===== config.mk =====
export PLATFORM = sky130hd
export DESIGN_NAME = bus_seq_ctrl
export DESIGN_NICKNAME = d
export VERILOG_FILES = /design/src/rtl/cu_pkg.sv /design/src/rtl/cu_ring_timer.sv /design/src/rtl/cu_op_decode.sv /design/src/rtl/cu_signal_matrix.sv /design/src/rtl/bus_seq_ctrl.sv
export SDC_FILE = /design/constraint.sdc
export NUM_CORES = 1
export LEC_CHECK = 0
export BUFFER_PORTS_ARGS = -buffer_cell sky130_fd_sc_hd__clkbuf_2
export CELL_PAD_IN_SITES_DETAIL_PLACEMENT = 1
export CELL_PAD_IN_SITES_GLOBAL_PLACEMENT = 1
export CORE_UTILIZATION = 24
export DETAILED_ROUTE_END_ITERATION = 7
export HOLD_SLACK_MARGIN = 0.03
export PLACE_DENSITY_LB_ADDON = 0.1
export REMOVE_ABC_BUFFERS = 1
export SYNTH_ARGS = -nofsm -noshare
export SYNTH_HDL_FRONTEND = slang
export SYNTH_SLANG_ARGS = --single-unit

===== constraint.sdc =====
create_clock -name clk -period 1.05 [get_ports clk]
set_clock_uncertainty 0.15 [all_clocks]
set_input_delay 0.0525 -clock clk [delete_from_list [all_inputs] [get_ports clk]]
set_output_delay 0.0525 -clock clk [all_outputs]
set_load 0.05 [all_outputs]

===== src/rtl/cu_pkg.sv =====
package cu_pkg;
  localparam int OPC_W = 4;
  localparam int BUS_W = 3;
  localparam int ALU_W = 4;

  // bus addresses of datapath elements
  localparam logic [BUS_W-1:0] BA_MEM = 3'd0;
  localparam logic [BUS_W-1:0] BA_MAR = 3'd1;
  localparam logic [BUS_W-1:0] BA_MBR = 3'd3;
  localparam logic [BUS_W-1:0] BA_AC  = 3'd4;
  localparam logic [BUS_W-1:0] BA_IR  = 3'd7;

  // decoded operation codes
  localparam logic [OPC_W-1:0] OP_LOAD = 4'h1;
  localparam logic [OPC_W-1:0] OP_ADD  = 4'h3;
  localparam logic [OPC_W-1:0] OP_SUB  = 4'h4;

  // one-hot ALU lines
  localparam logic [ALU_W-1:0] ALU_ADD = 4'b0001;
  localparam logic [ALU_W-1:0] ALU_SUB = 4'b0010;
  localparam logic [ALU_W-1:0] ALU_CLR = 4'b0100;
  localparam logic [ALU_W-1:0] ALU_NOP = 4'b1000;

  // step positions of the memory-operand instruction pattern
  localparam int STEP_ADDR  = 0;
  localparam int STEP_FETCH = 1;
  localparam int STEP_EXEC  = 2;
  localparam int STEP_DONE  = 3;

  typedef struct packed {
    logic is_load;
    logic is_add;
    logic is_sub;
    logic is_bad;
  } dec_t;
endpackage


===== src/rtl/cu_ring_timer.sv =====
module cu_ring_timer #(
  parameter int NSTEPS = 8
) (
  input  logic              clk,
  input  logic              rst,
  input  logic              clr,
  output logic [NSTEPS-1:0] t_q
);
  localparam logic [NSTEPS-1:0] FIRST = {{(NSTEPS-1){1'b0}}, 1'b1};

  always_ff @(posedge clk) begin
    if (rst || clr) t_q <= FIRST;
    else            t_q <= {t_q[NSTEPS-2:0], t_q[NSTEPS-1]};
  end

  assert_ring_onehot_R2: assert property (@(posedge clk) disable iff (rst)
    $onehot(t_q));
endmodule


===== src/rtl/cu_op_decode.sv =====
module cu_op_decode import cu_pkg::*; (
  input  logic [OPC_W-1:0] opcode,
  output dec_t             dec
);
  always_comb begin
    dec.is_load = (opcode == OP_LOAD);
    dec.is_add  = (opcode == OP_ADD);
    dec.is_sub  = (opcode == OP_SUB);
    dec.is_bad  = !(dec.is_load || dec.is_add || dec.is_sub);
  end
endmodule


===== src/rtl/cu_signal_matrix.sv =====
module cu_signal_matrix import cu_pkg::*; #(
  parameter int NSTEPS = 8
) (
  input  dec_t              dec,
  input  logic [NSTEPS-1:0] t_step,
  output logic [BUS_W-1:0]  p_rd,
  output logic [BUS_W-1:0]  p_wr,
  output logic [ALU_W-1:0]  alu_op,
  output logic              cnt_clr
);
  logic late;

  // steps past the last used one fall back to a clear
  generate
    if (NSTEPS > STEP_DONE + 1) begin : g_late
      assign late = |t_step[NSTEPS-1:STEP_DONE+1];
    end else begin : g_nolate
      assign late = 1'b0;
    end
  endgenerate

  always_comb begin
    p_rd    = '0;
    p_wr    = '0;
    alu_op  = ALU_NOP;
    cnt_clr = 1'b0;
    if (dec.is_bad || late) begin
      cnt_clr = 1'b1;
    end else if (t_step[STEP_ADDR]) begin
      p_rd = BA_IR;
      p_wr = BA_MAR;
    end else if (t_step[STEP_FETCH]) begin
      p_rd = BA_MEM;
      p_wr = BA_MBR;
    end else if (t_step[STEP_EXEC] && (dec.is_load || dec.is_add || dec.is_sub)) begin
      p_rd = BA_MBR;
      p_wr = BA_AC;
      if (dec.is_add)      alu_op = ALU_ADD;
      else if (dec.is_sub) alu_op = ALU_SUB;
    end else if (t_step[STEP_DONE]) begin
      cnt_clr = 1'b1;
    end
  end
endmodule


===== src/rtl/bus_seq_ctrl.sv =====
module bus_seq_ctrl import cu_pkg::*; #(
  parameter int NSTEPS = 8
) (
  input  logic              clk,
  input  logic              rst,
  input  logic [OPC_W-1:0]  opcode,
  output logic [BUS_W-1:0]  p_rd,
  output logic [BUS_W-1:0]  p_wr,
  output logic [ALU_W-1:0]  alu_op,
  output logic [NSTEPS-1:0] t_step,
  output logic              cnt_clr
);
  localparam logic [NSTEPS-1:0] FIRST = {{(NSTEPS-1){1'b0}}, 1'b1};

  dec_t dec;

  cu_ring_timer #(.NSTEPS(NSTEPS)) timer_i (
    .clk(clk), .rst(rst), .clr(cnt_clr), .t_q(t_step)
  );

  cu_op_decode decode_i (.opcode(opcode), .dec(dec));

  cu_signal_matrix #(.NSTEPS(NSTEPS)) matrix_i (
    .dec(dec), .t_step(t_step), .p_rd(p_rd), .p_wr(p_wr),
    .alu_op(alu_op), .cnt_clr(cnt_clr)
  );

  assert_reset_first_R1: assert property (@(posedge clk)
    rst |=> t_step == FIRST);

  assert_step_advance_R2: assert property (@(posedge clk) disable iff (rst)
    !cnt_clr |=> t_step == {$past(t_step[NSTEPS-2:0]), $past(t_step[NSTEPS-1])});

  assert_clear_restart_R3: assert property (@(posedge clk) disable iff (rst)
    cnt_clr |=> t_step == FIRST);

  assert_add_exec_R4: assert property (@(posedge clk) disable iff (rst)
    (t_step[STEP_EXEC] && opcode == OP_ADD) |-> (alu_op == ALU_ADD && p_wr == BA_AC));

  assert_sub_exec_R6: assert property (@(posedge clk) disable iff (rst)
    (t_step[STEP_EXEC] && opcode == OP_SUB) |-> (alu_op == ALU_SUB && p_rd == BA_MBR));

  assert_bad_clears_R7: assert property (@(posedge clk) disable iff (rst)
    (opcode != OP_LOAD && opcode != OP_ADD && opcode != OP_SUB) |-> cnt_clr);

  assert_alu_onehot_R8: assert property (@(posedge clk) disable iff (rst)
    $onehot(alu_op) && !alu_op[2]);

  assert_clear_idle_bus_R9: assert property (@(posedge clk) disable iff (rst)
    cnt_clr |-> (p_rd == '0 && p_wr == '0));
endmodule


* Word-level counts from Yosys, hierarchy flattened
Cells that the tools add are included.
** Word-level totals
- Flip-flop bits (word level) :: 8
- Input port bits :: 6
- Output and inout bits :: 19
- Logic and storage cells :: 30
** Cells by class
- Equality and inequality tests :: 3
- Muxes and demuxes :: 19
- Reductions and logical operators :: 7
** Operator list (count)
- $mux W4 :: 6
- $mux W3 :: 7
- $mux W1 :: 5
- $eq A4 B1 Y1 const B :: 1
- $eq A4 B2 Y1 const B :: 1
- $eq A4 B3 Y1 const B :: 1
- $logic_or A1 B1 Y1 :: 4
- $reduce_or A4 Y1 :: 1
- $mux W2 :: 1
- $logic_and A1 B1 Y1 :: 1
- $logic_not A1 Y1 :: 1

* Depth between registers and ports, before layout
- Word-level depth :: 9
- Gate-level depth with buffers :: 5

* Hierarchy
From an unflattened synthesis, not the netlist that was laid out.
** Unflattened totals
- Cell total of the unflattened synthesis :: 43
- Area total of the unflattened synthesis :: 420.4 sq um
** By module, submodules not included
- cu_ring_timer :: times used 1, cells an instance 18, area an instance 235.2 sq um, sequential area each 160.2 sq um
- cu_signal_matrix :: times used 1, cells an instance 20, area an instance 141.4 sq um, sequential area each 0.0 sq um
- cu_op_decode :: times used 1, cells an instance 5, area an instance 43.8 sq um, sequential area each 0.0 sq um

* Worst setup path after synthesis
Ideal clock, no wire load.
- Kind :: reg-to-output
- From :: reg timer_i.t_q[5]
- To :: out p_rd[1]
- Arrival :: 2029 ps
- Required time :: 847 ps
- Slack :: -1181 ps
- Cell stages (with the launch flop) :: 6
- Path buffers :: 2
- Cells stage by stage :: dfxtp_1 > nor3_4 > o211ai_2 > buf_6 > nor2_1 > buf_4
** On the way
- Word-level cells in the longest chain between the ends :: 3
** RTL lines
- from (decl) :: RTL line cu_ring_timer.sv:7 : output logic [NSTEPS-1:0] t_q
- from (signal assigned) :: RTL line cu_ring_timer.sv:13 : else t_q <= {t_q[NSTEPS-2:0], t_q[NSTEPS-1]};
- $reduce_or A4 Y1 :: RTL line cu_signal_matrix.sv:16 : assign late = |t_step[NSTEPS-1:STEP_DONE+1];
- $logic_or A1 B1 Y1 :: RTL line cu_signal_matrix.sv:27 : if (dec.is_bad || late) begin
- $mux W3 :: RTL line cu_signal_matrix.sv:27
- to (decl) :: RTL line bus_seq_ctrl.sv:7 : output logic [BUS_W-1:0] p_rd,
Every way passes these cells.

* Worst setup path in the final report
- From :: reg timer_i.t_q[5]
- To :: out p_wr[2]
** On the way
- Word-level cells in the longest chain between the ends :: 3
** RTL lines
- $reduce_or A4 Y1 :: RTL line cu_signal_matrix.sv:16
- $logic_or A1 B1 Y1 :: RTL line cu_signal_matrix.sv:27
- $mux W3 :: RTL line cu_signal_matrix.sv:27
- to (decl) :: RTL line bus_seq_ctrl.sv:8 : output logic [BUS_W-1:0] p_wr,
Every way passes these cells.

==> flow_summary_export.csv <==
group,metric,value,unit
worst_setup_path,cp-start-kind,"register",
routing,drc,0,
yosys,synth-edff-count,0,
placement,routabilityCongestion,0.699,
sta,fmax,584,MHz
die,die_height,42.0,um
worst_setup_path,slowest_delay,330,ps
yosys,syn_inst,41,
sta,finalHoldViolCount,0,
die,die_w,42.0,um
run,drv_cap,0,
pwr,seq_power_share,43.4,%
sta,period_share,163,%
yosys,syn-mean-instance-area,9.37,sq um
clocking,cts.path.max_buffers,2,
yosys,synth_top_family_by_area,"simple AND/OR/NAND/NOR gates",
clocking,clock_tree.htree_level_count,1,
clocking,numCtsBuffers,3,
routing,wl_per_cell,16.0,um
placement,io_buffers,23,
pwr,p_switching,0.212,mW
sta,period_needed,1710,ps
routing,drt_wl_total,1710,um
sta,setup_violations,19,
pwr,clock_power_share,33.1,%
sta,slew-limit-headroom,52.1,%
pwr,combPwrFrac,23.6,%
clocking,cts_sinks,8,
routing,ant_nets,0,
pwr,powerDensity,702,nW/um^2
sta,holdWs,237,ps
yosys,ys.flop_type,"dfxtp_1",
yosys,ys_seq_area_share,41.7,%
die,rows,14,
pwr,p_leak,0.475,nW
sta,worstMarginPinSlew,718,ps
cells_and_area,areaGrowthSynthToFinish,172,%
die,core-area,1510,sq um
cells_and_area,largest_register_ffs,8,
pwr,intPower,0.521,mW
worst_setup_path,worstPathMaxFanout,5,
cells_and_area,final_cells,107,
placement,hpwlAfterDp,798,um
sta,drv_slew,0,
status,violations,"negative setup slack",
yosys,synth.largest_area_cell,"dfxtp_1",
worst_setup_path,arrival,1510,ps
cells_and_area,post_route_cells_drive_above_1_share,75.8,%
clocking,cts_tree,"done",
cells_and_area,diodes,0,
worst_setup_path,r2r_slack,-510,ps
cells_and_area,n_fill_cell,152,
cells_and_area,reg_top3,"timer_i.t_q (8)",
die,start_util,25.5,%
yosys,netlist_area,384,sq um
clocking,cts-root-buf,"clkbuf_4",
status,status,"finished with violations",
worst_setup_path,crit_chain,"nor3_4 -> buf_6 -> o211ai_4 -> nor4_2 -> clkbuf_8",
yosys,netlist_top_cells_area,"dfxtp_1, nor3_2, nor2_1",
yosys,synthMuxAreaShare,0,%
worst_setup_path,path_class,"register to output pin",
yosys,ys_seq_elements,8,
grt,grt.total_usage,18.2,%
yosys,yosys.area.top_type_share,41.7,%
routing,firstDrtPassIters,3,
yosys,synth-simple-area-share,34.2,%
grt,grt_pass1_vias,514,
pwr,vdd_ir_drop_max,0.660,mV
worst_setup_path,crit_path_end_kind,"output pin",
routing,drtIter0Drc,2,
grt,antenna_found_initial,0,
grt,overflow,0,
worst_setup_path,cp.required,850,ps
sta,rsz0062_at_grt,"yes",
yosys,synth-xor-area-share,0,%
grt,grt_pass1_wl,2330,um
sta,setup_ws,-663,ps
yosys,synth_common_cells,"dfxtp_1, nor2_1, nor3_2",
placement,dp_cells,93,
pwr,netSwitchingFraction,29.0,%
routing,num_vias,512,
worst_setup_path,path_buf_inv,2,
die,die_area,1760,sq um
yosys,yosysWarningCount,0,
worst_setup_path,critical_path.top_delay_family,"simple AND/OR/NAND/NOR gates",
cells_and_area,largest-register,"timer_i.t_q",
yosys,async_flop_share,0,%
grt,grt_max_degree,11,
yosys,ys_types,20,
routing,vias_per_cell,4.79,
worst_setup_path,slowest_stage,"dfxtp_2",
cells_and_area,nNetsFinal,99,
hold_path,min_path_type,"primary input to register",
clocking,clkTransAtPathRegs,50,ps
clocking,clkLatencyLatePin,260,ps
die,pin_count,25,
yosys,synth_fa_ha_area_share,0,%
yosys,synth_compound_area_share,13.4,%
layout make-up:
type                       instances  area (sq um)  share of cell area [%]
clock buffer                       3          22.5                    2.16
timing repair buffer              46           547                    52.3
tap                               16          20.0                    1.92
sequential                         8           173                    16.5
inverter                           3          11.3                    1.08
multi-input combinational         31           272                    26.0
worst register-to-register path, cell delays in order, from the launching register on:
cell and delay [ps]:
dfxtp_2 330, nor3_4 190, buf_6 140, o211ai_4 110
buf_6 160, buf_6 110, a311o_1 260
layer usage:
metal / track usage [%] / share of wire [%] / vias up
met4: 9.68 / 3.2 / 0
met1: 23.1 / 43 / 245
met3: 3.88 / 3.6 / 8
met2: 28.7 / 51 / 17
li1: - / - / 242
met5: 0 / 0 / -
worst paths after layout:
| check | end | cells after the start | from |
|---|---|---|---|
| max | p_wr[2] | 5 | timer_i.t_q[5]$_SDFF_PP0_ |
| min | timer_i.t_q[4]$_SDFF_PP0_ | 6 | opcode[3] |
| max reg2reg | timer_i.t_q[0]$_SDFF_PP1_ | 6 | timer_i.t_q[5]$_SDFF_PP0_ |
| min reg2reg | timer_i.t_q[0]$_SDFF_PP1_ | 1 | timer_i.t_q[3]$_SDFF_PP0_ |
cell usage in the layout, fill, tap and decap left out, types with 2 or more instances in the layout:
cell and instances:
buf_6 13, buf_4 9, clkbuf_8 8, dfxtp_2 7, clkbuf_2 5, nor3_4 4
nor2_1 4, conb_1 4, clkbuf_4 4, buf_8 4, clkbuf_16 4, inv_1 3
nor2_4 2, nand2_1 2, o211ai_4 2, nor2_2 2, nor3_2 2
power by group through the flow:
| stage | Combinational [mW] | Sequential (mW) | Clock (mW) |
|---|---|---|---|
| after global routing | 0.181 | 0.319 | 0.269 |
| after CTS | 0.141 | 0.318 | 0.246 |
| after floorplan | 0.0347 | 0.346 | 0 |
| final | 0.173 | 0.318 | 0.243 |
| after detailed placement | 0.106 | 0.322 | 0 |
| after global placement | 0.105 | 0.321 | 0 |
cells by family (layout without fill, tap and decap cells):
kind of cell | Yosys count | after routing
flip-flops | 8 | 8
AND/OR/NAND/NOR | 20 | 20
other | 1 | 4
AO/OA/AOI/OAI | 6 | 7
buffers and inverters | 6 | 52
through the flow:
| step | area [sq um] | setup TNS (ps) | util [%] | total power, mW | worst slack (ps) |
|---|---|---|---|---|---|
| after global placement | 617 | -4800 | 40.9 | 0.426 | -440 |
| after global routing | 1040 | -9260 | 69.4 | 0.769 | -764 |
| after detailed placement | 617 | -5130 | 40.9 | 0.427 | -455 |
| after CTS | 898 | -6660 | 59.6 | 0.705 | -612 |
| final | 1040 | -8000 | 69.4 | 0.733 | -663 |
| after floorplan | 369 | -10840 | - | 0.380 | -1450 |
repair_timing:
item / 4_1_cts / 5_1_grt
hold buffers: 1 / 0
setup endpoints to repair: 23 / 20
resized for setup: 54 / 22
endpoints found under the hold margin: 5 / 0
buffers inserted: 2 / 9
gates cloned: 0 / 1
pin swaps: 4 / 6
Note: power is estimated with default switching activity, not from simulation.
